## src/rtl/dlp_pkg.sv

```systemverilog
package dlp_pkg;

  typedef enum logic [2:0] {
    CMD_NOP  = 3'd0,
    CMD_PREA = 3'd1,
    CMD_PDE  = 3'd2,
    CMD_PDX  = 3'd3,
    CMD_SRE  = 3'd4,
    CMD_SRX  = 3'd5,
    CMD_DPDE = 3'd6,
    CMD_DPDX = 3'd7
  } dlp_cmd_e;

  typedef enum logic [2:0] {
    ST_RUN,
    ST_PRE_PD,
    ST_PD,
    ST_PDX_SR,
    ST_PRE_SR,
    ST_SR,
    ST_DPD,
    ST_XWAIT
  } dlp_st_e;

  localparam logic [1:0] DC_PD  = 2'd1;
  localparam logic [1:0] DC_SR  = 2'd2;
  localparam logic [1:0] DC_DPD = 2'd3;

  // clock may be gated: always in self-refresh / deep power down,
  // and in precharge power down only for low-power memory types
  function automatic logic f_clock_stop(input logic en, input logic lp,
                                        input dlp_st_e st, input logic act);
    logic deep;
    deep = (st == ST_SR) || (st == ST_DPD);
    return en && (deep || (lp && (st == ST_PD) && !act));
  endfunction

endpackage

```

## src/rtl/dlp_idle_timer.sv

```systemverilog
module dlp_idle_timer #(
  parameter int CW = 16
) (
  input  logic          clk,
  input  logic          rst_n,
  input  logic          clr,
  input  logic [CW-1:0] thr,
  output logic          hit
);

  logic [CW-1:0] cnt;

  function automatic logic [CW-1:0] next_cnt(input logic c,
                                             input logic [CW-1:0] v,
                                             input logic [CW-1:0] t);
    if (c) return '0;
    if (t == '0 || v >= t) return v;
    return v + 1'b1;
  endfunction

  always_ff @(posedge clk) begin
    if (!rst_n) cnt <= '0;
    else        cnt <= next_cnt(clr, cnt, thr);
  end

  assign hit = (thr != '0) && (cnt >= thr);

  // any non-idle cycle restarts the count
  a_r1_clear_restarts: assert property (@(posedge clk) disable iff (!rst_n)
    clr |=> (cnt == '0));

  // a disabled timer never counts
  a_r10_zero_holds: assert property (@(posedge clk) disable iff (!rst_n)
    (thr == '0) && $past(thr == '0) && !clr |-> $stable(cnt));

endmodule

```

## src/rtl/dlp_fsm.sv

```systemverilog
module dlp_fsm
  import dlp_pkg::*;
#(
  parameter int WW = 8
) (
  input  logic          clk,
  input  logic          rst_n,
  input  logic          wake,
  input  logic          pd_hit,
  input  logic          sr_hit,
  input  logic          force_pre,
  input  logic          row_open,
  input  logic [WW-1:0] xwait,
  input  logic          dcmd_valid,
  input  logic [1:0]    dcmd_code,
  output logic          cke,
  output dlp_cmd_e      cmd,
  output dlp_st_e       st,
  output logic          pd_act
);

  logic [WW-1:0] wcnt;
  logic          dcmd_take;

  assign dcmd_take = dcmd_valid && (dcmd_code != 2'd0) && (st == ST_RUN);

  always_ff @(posedge clk) begin
    if (!rst_n) begin
      st     <= ST_RUN;
      cke    <= 1'b1;
      cmd    <= CMD_NOP;
      pd_act <= 1'b0;
      wcnt   <= '0;
    end else begin
      cmd <= CMD_NOP;
      unique case (st)
        ST_RUN: begin
          if (dcmd_take) begin
            if (dcmd_code == DC_PD) begin
              cmd <= CMD_PDE; cke <= 1'b0; pd_act <= row_open; st <= ST_PD;
            end else if (dcmd_code == DC_SR) begin
              cmd <= CMD_PREA; st <= ST_PRE_SR;
            end else begin
              cmd <= CMD_DPDE; cke <= 1'b0; st <= ST_DPD;
            end
          end else if (!wake && sr_hit) begin
            cmd <= CMD_PREA; st <= ST_PRE_SR;
          end else if (!wake && pd_hit) begin
            if (force_pre) begin
              cmd <= CMD_PREA; st <= ST_PRE_PD;
            end else begin
              cmd <= CMD_PDE; cke <= 1'b0; pd_act <= row_open; st <= ST_PD;
            end
          end
        end
        ST_PRE_PD: begin
          cmd <= CMD_PDE; cke <= 1'b0; pd_act <= 1'b0; st <= ST_PD;
        end
        ST_PD: begin
          if (wake) begin
            cmd <= CMD_PDX; cke <= 1'b1; pd_act <= 1'b0; st <= ST_RUN;
          end else if (sr_hit) begin
            cmd <= CMD_PDX; cke <= 1'b1; pd_act <= 1'b0; st <= ST_PDX_SR;
          end
        end
        ST_PDX_SR: begin
          cmd <= CMD_PREA; st <= ST_PRE_SR;
        end
        ST_PRE_SR: begin
          cmd <= CMD_SRE; cke <= 1'b0; st <= ST_SR;
        end
        ST_SR: begin
          if (wake) begin
            cmd <= CMD_SRX; cke <= 1'b1; wcnt <= xwait; st <= ST_XWAIT;
          end
        end
        ST_DPD: begin
          if (wake) begin
            cmd <= CMD_DPDX; cke <= 1'b1; wcnt <= xwait; st <= ST_XWAIT;
          end
        end
        ST_XWAIT: begin
          if (wcnt == '0) st <= ST_RUN;
          else            wcnt <= wcnt - 1'b1;
        end
        default: st <= ST_RUN;
      endcase
    end
  end

  // self-refresh entry always follows a precharge-all
  a_r5_sre_after_prea: assert property (@(posedge clk) disable iff (!rst_n)
    (cmd == CMD_SRE) |-> ($past(cmd) == CMD_PREA));

  // cke is low only in a low-power state
  a_r1_cke_low_states: assert property (@(posedge clk) disable iff (!rst_n)
    !cke |-> (st == ST_PD || st == ST_SR || st == ST_DPD));

  // traffic in power down leads to an exit on the next cycle
  a_r4_wake_exit: assert property (@(posedge clk) disable iff (!rst_n)
    (st == ST_PD && wake) |=> (cmd == CMD_PDX && cke));

  // no command during the exit hold-off after its first cycle
  a_r7_holdoff_quiet: assert property (@(posedge clk) disable iff (!rst_n)
    (st == ST_XWAIT && $past(st) == ST_XWAIT) |-> (cmd == CMD_NOP));

  // direct commands outside the normal state change nothing
  a_r9_dcmd_ignored: assert property (@(posedge clk) disable iff (!rst_n)
    (dcmd_valid && st == ST_SR && !wake) |=> (st == ST_SR && !cke));

endmodule

```

## src/rtl/dram_lowpower_mgr.sv

```systemverilog
module dram_lowpower_mgr
  import dlp_pkg::*;
#(
  parameter int NB = 8,
  parameter int CW = 16,
  parameter int WW = 8
) (
  input  logic          clk,
  input  logic          rst_n,
  input  logic          q_empty,
  input  logic          new_req,
  input  logic [NB-1:0] bank_open,
  input  logic [CW-1:0] pd_thresh,
  input  logic [CW-1:0] sr_thresh,
  input  logic          force_pre,
  input  logic          clkstop_en,
  input  logic          mem_is_lp,
  input  logic [WW-1:0] xwait_cycles,
  input  logic          dcmd_valid,
  input  logic [1:0]    dcmd_code,
  output logic          cke,
  output logic          clk_en,
  output logic          cmd_valid,
  output logic [2:0]    cmd_code,
  output logic          pd_active,
  output logic          busy
);

  localparam int NTIMER = 2;

  logic          wake;
  logic [CW-1:0] thr_arr [NTIMER];
  logic [NTIMER-1:0] hit_vec;
  dlp_cmd_e      cmd;
  dlp_st_e       st;

  assign wake       = new_req || !q_empty;
  assign thr_arr[0] = pd_thresh;
  assign thr_arr[1] = sr_thresh;

  for (genvar g = 0; g < NTIMER; g++) begin : g_timer
    dlp_idle_timer #(.CW(CW)) u_tmr (
      .clk  (clk),
      .rst_n(rst_n),
      .clr  (wake),
      .thr  (thr_arr[g]),
      .hit  (hit_vec[g])
    );
  end

  dlp_fsm #(.WW(WW)) u_fsm (
    .clk       (clk),
    .rst_n     (rst_n),
    .wake      (wake),
    .pd_hit    (hit_vec[0]),
    .sr_hit    (hit_vec[1]),
    .force_pre (force_pre),
    .row_open  (|bank_open),
    .xwait     (xwait_cycles),
    .dcmd_valid(dcmd_valid),
    .dcmd_code (dcmd_code),
    .cke       (cke),
    .cmd       (cmd),
    .st        (st),
    .pd_act    (pd_active)
  );

  assign clk_en    = !f_clock_stop(clkstop_en, mem_is_lp, st, pd_active);
  assign cmd_code  = cmd;
  assign cmd_valid = (cmd != CMD_NOP);
  assign busy      = (st != ST_RUN);

  // the memory clock is gated only while cke is low
  a_r8_gate_needs_cke_low: assert property (@(posedge clk) disable iff (!rst_n)
    !clk_en |-> !cke);

  // the gate is never closed without permission
  a_r8_gate_needs_enable: assert property (@(posedge clk) disable iff (!rst_n)
    !clkstop_en |-> clk_en);

endmodule

```

## config.mk

```make
export PLATFORM = sky130hd
export DESIGN_NAME = dram_lowpower_mgr
export DESIGN_NICKNAME = d
export VERILOG_FILES = /design/src/rtl/dlp_pkg.sv /design/src/rtl/dlp_idle_timer.sv /design/src/rtl/dlp_fsm.sv /design/src/rtl/dram_lowpower_mgr.sv
export SDC_FILE = /design/constraint.sdc
export NUM_CORES = 1
export LEC_CHECK = 0
export BUFFER_PORTS_ARGS = -buffer_cell sky130_fd_sc_hd__buf_2
export CORE_MARGIN = 1
export CORE_UTILIZATION = 35
export CTS_BUF_LIST = sky130_fd_sc_hd__clkbuf_4 sky130_fd_sc_hd__clkbuf_8 sky130_fd_sc_hd__clkbuf_16
export CTS_CLUSTER_DIAMETER = 150
export DETAILED_ROUTE_END_ITERATION = 8
export HOLD_SLACK_MARGIN = 0.12
export SLEW_MARGIN = 10
export SYNTH_ARGS = -nofsm -noshare
export SYNTH_HDL_FRONTEND = slang
export SYNTH_SLANG_ARGS = --single-unit
```

## constraint.sdc

```tcl
create_clock -name clk -period 3 [get_ports clk]
set_input_delay 0.6 -clock clk [delete_from_list [all_inputs] [get_ports clk]]
set_output_delay 0.6 -clock clk [all_outputs]
set_load 0.005 [all_outputs]
```

==> Word level (Yosys, flattened, before mapping) <==
Index checks and enable logic that the tools add are counted.
{ "classes": {"magnitude_cmp": 2, "n_reduce_logical": 37, "mux": 57, "eq_ne": 21, "n_addsub": 3} }
{ "op_table": {"columns": ["operator", "n"], "rows": [
  ["2-to-1 mux 16 bit", 7],
  ["2-to-1 mux 3 bit", 16],
  ["one-hot mux 3 bit (7 select lines)", 2],
  ["adder 16 x 1 -> 16 bit (second input constant)", 2],
  ["greater-or-equal comparator 16 bit", 2],
  ["zero test 16 bit", 2],
  ["nonzero test 16 bit", 2],
  ["2-to-1 mux 1 bit", 24],
  ["2-to-1 mux 8 bit", 2],
  ["one-hot mux 8 bit (2 select lines)", 1],
  ["equality test 3 bit (second input constant)", 4],
  ["!= test 3 x 2 -> 1 bit (second input constant)", 4],
  ["logical AND 1 bit", 9],
  ["nonzero test 3 bit", 3],
  ["zero test 8 bit", 1],
  ["OR reduction 8 bit", 1],
  ["subtractor 8 x 1 -> 8 bit (second input constant)", 1],
  ["AND reduction 7 bit", 1],
  ["equality test 3 x 2 -> 1 bit (second input constant)", 2],
  ["2-to-1 mux 2 bit", 3],
  ["!= test 3 bit (second input constant)", 2],
  ["AND reduction 6 bit", 1],
  ["logical OR 1 bit", 5],
  ["zero test 1 bit", 4],
  ["other kinds (16)", 19]
]} }
{ "totals": {"elab_cells": 127, "register_bits": 48, "in_bits": 58} }

==> Longest topological paths before layout <==
{ "logic_depth": {"ltp_word": 8, "mapped_depth": 11} }

==> By module <==
From an unflattened synthesis, not the netlist that was laid out.
{ "unflattened": {"cells_unflattened": 470, "area_unflattened_um2": 3757.4} }
{ "modules_own_cells": {"columns": ["module", "area_per_inst_um2", "instances", "cells_per_inst"], "rows": [
  ["dlp_idle_timer", 1229.9, 2, 151],
  ["dlp_fsm", 1228.7, 1, 158],
  ["dram_lowpower_mgr", 68.8, 1, 10]
]} }

==> Least setup slack after synthesis <==
OpenSTA, ideal clock, no wires.
{ "synth_path": {"path_kind": "input port to flip-flop", "startpoint": "input sr_thresh[0]", "endpoint": "register u_fsm.cke", "setup_time_ns": 0.121, "required_ns": 2.879, "cell_stages": 9, "arrival_time_ns": 2.584, "path_buffers": 0, "setup_slack_ns": 0.295, "path_cell_list": "ha_1 -> nand2b_1 -> a2111o_1 -> a32oi_1 -> a21oi_1 -> a21oi_1 -> o21ai_0 -> a221oi_1 -> mux2_2"} }
{ "synth_via": {"elab_chain_len": 5} }
{ "synth_lines": {"columns": ["item", "line_no", "rtl"], "rows": [
  ["start: declaration", "dram_lowpower_mgr.sv:14", "input logic [CW-1:0] sr_thresh,"],
  ["greater-or-equal comparator 16 bit / nonzero test 16 bit (equally long branches)", "dlp_idle_timer.sv:26", "assign hit = (thr != '0) && (cnt >= thr);"],
  ["logical AND 1 bit *", "dlp_idle_timer.sv:26", null],
  ["logical AND 1 bit", "dlp_fsm.sv:46", "end else if (!wake && sr_hit) begin"],
  ["!= test 3 x 2 -> 1 bit (no line)", null, null],
  ["AND reduction 7 bit (no line) *", null, null],
  ["end signal: assignment", "dlp_fsm.sv:44", "cmd <= CMD_DPDE; cke <= 1'b0; st <= ST_DPD;"],
  ["end signal: assignment", "dlp_fsm.sv:52", "cmd <= CMD_PDE; cke <= 1'b0; pd_act <= row_open; st <= ST_PD;"],
  ["end signal: assignment", "dlp_fsm.sv:57", "cmd <= CMD_PDE; cke <= 1'b0; pd_act <= 1'b0; st <= ST_PD;"],
  ["end: declaration", "dlp_fsm.sv:16", "output logic cke,"]
]} }
Mark *: on every way between the ends. The rest lies on a longest branch, timed or not.
A chain may end at the register's enable or synchronous reset.

==> Worst setup path after layout <==
Ends and elaborated chain as after synthesis.

==> run_results.csv <==
group,metric,value,unit
synth,syn_nets,563,
worst_setup_path,r2r_cells,10,
global_route,use_met3,2.873,%
floorplan,core_region_area,9729,sq um
worst_setup_path,path_common_cell,"a21oi_1",
worst_setup_path,crit_fanout,3,
global_route,use_met2,29.12,%
timing,setup_violations,0,
clock_network,cts_max_level,2,
route,wl_per_cell,12.90,um
worst_setup_path,worstPathCellList,"buf_2 > ha_1 > nand2b_1 > a2111o_1 > a32oi_1 > a21oi_1 > a21oi_1 > o21ai_0 > a221oi_1 > mux2_2",
worst_setup_path,start_kind,"input pin",
clock_network,ctsHoldBuffers,0,
route,vias,3370,
worst_setup_path,critPathKind,"in -> reg",
global_route,use_met1,22.19,%
timing,setup_ws,0.2454,ns
power_and_ir_drop,p_per_area,421.6,nW/um^2
final_layout,final_nets,620,
clock_network,numCtsBuffers,5,
route,routed_wl,8465,um
timing,clock.fmax,0.3630,GHz
placement,dpl_worst_slack,-0.03892,ns
power_and_ir_drop,swShare,33.26,%
clock_network,cts-root-buf,"clkbuf_8",
global_route,grt_pass1_wl,14300,um
clock_network,insertion_delay,0.30,ns
worst_setup_path,critical_path_required,3.19,ns
synth,ys_seq_area_share,27.48,%
synth,synth_top_area_share,27.48,%
final_layout,fin_cells,656,
global_route,top_usage_layer,"met2",
synth,synth.area.top_cells,"dfxtp_1 27%, ha_1 14%, nor2_1 5.7%",
route,vias_per_cell,5.137,
synth,synth_edf_count,0,
global_route,antenna_found_initial,0,
min_path,hold_path.class,"reg -> reg",
timing,period_share,91.82,%
final_layout,syn_to_final_growth,15.71,%
clock_network,cts_tree,"built",
synth,synth_commonest_cells,"53 x nor2_1, 48 x dfxtp_1, 48 x inv_1",
synth,synthArstFlopShare,0,%
min_path,hold_depth,2,
route,drt_iter0_markers,212,
floorplan,start_util,35.94,%
synth,synth_top_cell_by_area,"dfxtp_1",
final_layout,antennaDiodeCount,0,
global_route,grt_usage,17.05,%
clock_network,cts.sinks,48,
power_and_ir_drop,irDropWorstVdd,0.2427,mV
global_route,grt_start_max_net_pins,32,
power_and_ir_drop,p_int,1.139,mW
synth,synth_most_common_cell,"nor2_1",
placement,dp_hpwl,6665,um
timing,setup_tns,0,ns
placement,portBuffers,65,
worst_setup_path,arrival,2.95,ns
floorplan,dieArea,10400,sq um
synth,yosysWarningCount,0,
floorplan,io_pins,66,
timing,drv_slew,0,
timing,layout_min_cycle_time,2.755,ns
outcome,status,"completed",
floorplan,die_h,102.0,um
route,ant_nets,0,
floorplan,die_x,102.0,um
power_and_ir_drop,seq_power_share,45.2,%
placement,dp.cells,648,
power_and_ir_drop,p_sw,567.3,uW
run,drv_cap,0,
floorplan,rows,36,
final_layout,final_core_util,41.59,%
synth,synth_area,3497,sq um
placement,finalWeightedCongestion,0.8624,
global_route,grt_pass1_vias,3160,
route,firstDrtPassIters,4,
synth,synth_flop_cell,"dfxtp_1",
power_and_ir_drop,power_frac_comb,27.1,%
global_route,overflow,0,
synth,synth.distinct_cells,47,
timing,hold_violations,0,
worst_setup_path,worst_path_largest_cell_delay,0.40,ns
worst_setup_path,cp-end-kind,"flip-flop",
clock_network,cts.clk_slew.worst_paths,0.09,ns
clock_network,post_cts_buffers,0,
power_and_ir_drop,power.leakage,1.760,nW
timing,rsz0062_at_grt,"no",
power_and_ir_drop,finalPower,1.706,mW
worst_setup_path,r2r_slack,0.27,ns
synth,synthCells,465,
timing,slew_headroom,47.64,%
final_layout,drive_gt1_share,16.06,%
clock_network,post_cts_resized,0,
final_layout,fillers,1040,
power_and_ir_drop,clkPwrFrac,27.7,%
worst_setup_path,critPathSlowestCell,"a2111o_1",
synth,syn_avg_cell_area,7.521,sq um
timing,worst_pin_slew,0.7843,ns
synth,ys_ff_latch,48,
route,drc,0,
timing,clock_skew,0.006908,ns
clock_network,clock_path_buffers,2,
==> cell families after synthesis <==
group	count (synthesis)	synth area share [%]
AO/OA/AOI/OAI	108	18.71
XOR/XNOR	22	5.510
adder cells (fa/ha/maj)	40	14.31
buffers and inverters	66	7.334
flip-flops	48	27.48
multiplexers	6	1.789
AND/OR/NAND/NOR	175	24.87
==> critical path: cells and delay by family <==
family,cells,cell delay (ns)
compound gates,6,1.44
fa+ha+maj,1,0.27
buf+inv,1,0.11
mux,1,0.38
simple gates,1,0.14
==> final cells by class <==
class                   count  area (sq um)  area share, %
inverters                  48         180.2          4.453
flip-flops and latches     48         960.9          23.75
clock inverters             3         42.54          1.051
multi-input cells         351          2280          56.34
clock buffers               5         68.82          1.701
repair buffers             68         347.8          8.596
well taps                 133         166.4          4.113
==> final timing paths <==
| check | start | end |
|---|---|---|
| setup / recovery | sr_thresh[0] | u_fsm.cke |
| hold / removal | g_timer[0].u_tmr.cnt[8] | g_timer[0].u_tmr.cnt[8] |
| setup reg to reg | g_timer[1].u_tmr.cnt[0] | u_fsm.cke |
| hold reg to reg | g_timer[0].u_tmr.cnt[8] | g_timer[0].u_tmr.cnt[8] |
==> metrics by stage <==
stage / hold slack (ns) / cell area (sq um)
2_1_floorplan: 0.4704 / 3497
3_3_place_gp: 0.4904 / 3935
3_5_place_dp: 0.5018 / 3935
4_1_cts: 0.5157 / 4046
5_1_grt: 0.5632 / 4046
6_report: 0.5162 / 4046
==> cell usage in the layout (no fill, tap or decap), drive strengths merged, types with 2 or more instances in the layout <==
cell / n
clkbuf: 5
ha: 40
or3: 10
nor4: 12
nor2: 53
nand2: 40
nand3: 12
and2: 3
o211ai: 2
nor2b: 5
inv: 48
and3: 5
nor3: 13
o41ai: 2
o21ai: 35
a211oi: 7
xnor2: 12
nand2b: 5
mux2: 2
mux2i: 4
and4: 4
xor2: 10
dfxtp: 48
o211a: 2
o221a: 4
a21o: 2
o22ai: 2
and3b: 2
nor3b: 2
a21oi: 38
a31oi: 5
buf: 68
nand4: 8
==> registers in the layout, summed over array words and instances (netlist names) <==
| signal | cells |
|---|---|
| g_timer.u_tmr.cnt | 32 |
| u_fsm.wcnt | 8 |
| u_fsm.cmd | 3 |
| u_fsm.st | 3 |
| u_fsm.cke | 1 |
| u_fsm.pd_act | 1 |
==> power by group through the flow <==
stage	registers, mW	logic [mW]	clock network [mW]
6_report	0.770	0.463	0.473
5_1_grt	0.780	0.524	0.517
4_1_cts	0.767	0.462	0.483
3_5_place_dp	0.782	0.456	0
3_3_place_gp	0.781	0.446	0
2_1_floorplan	0.728	0.342	0
==> metal layers <==
| metal | wire, um | vias up |
|---|---|---|
| met5 | 0 | - |
| met4 | 52 | 0 |
| met3 | 288 | 4 |
| met2 | 4051 | 71 |
| met1 | 4072 | 1545 |
| li1 | - | 1750 |
Power figures use the tool's default switching activity.
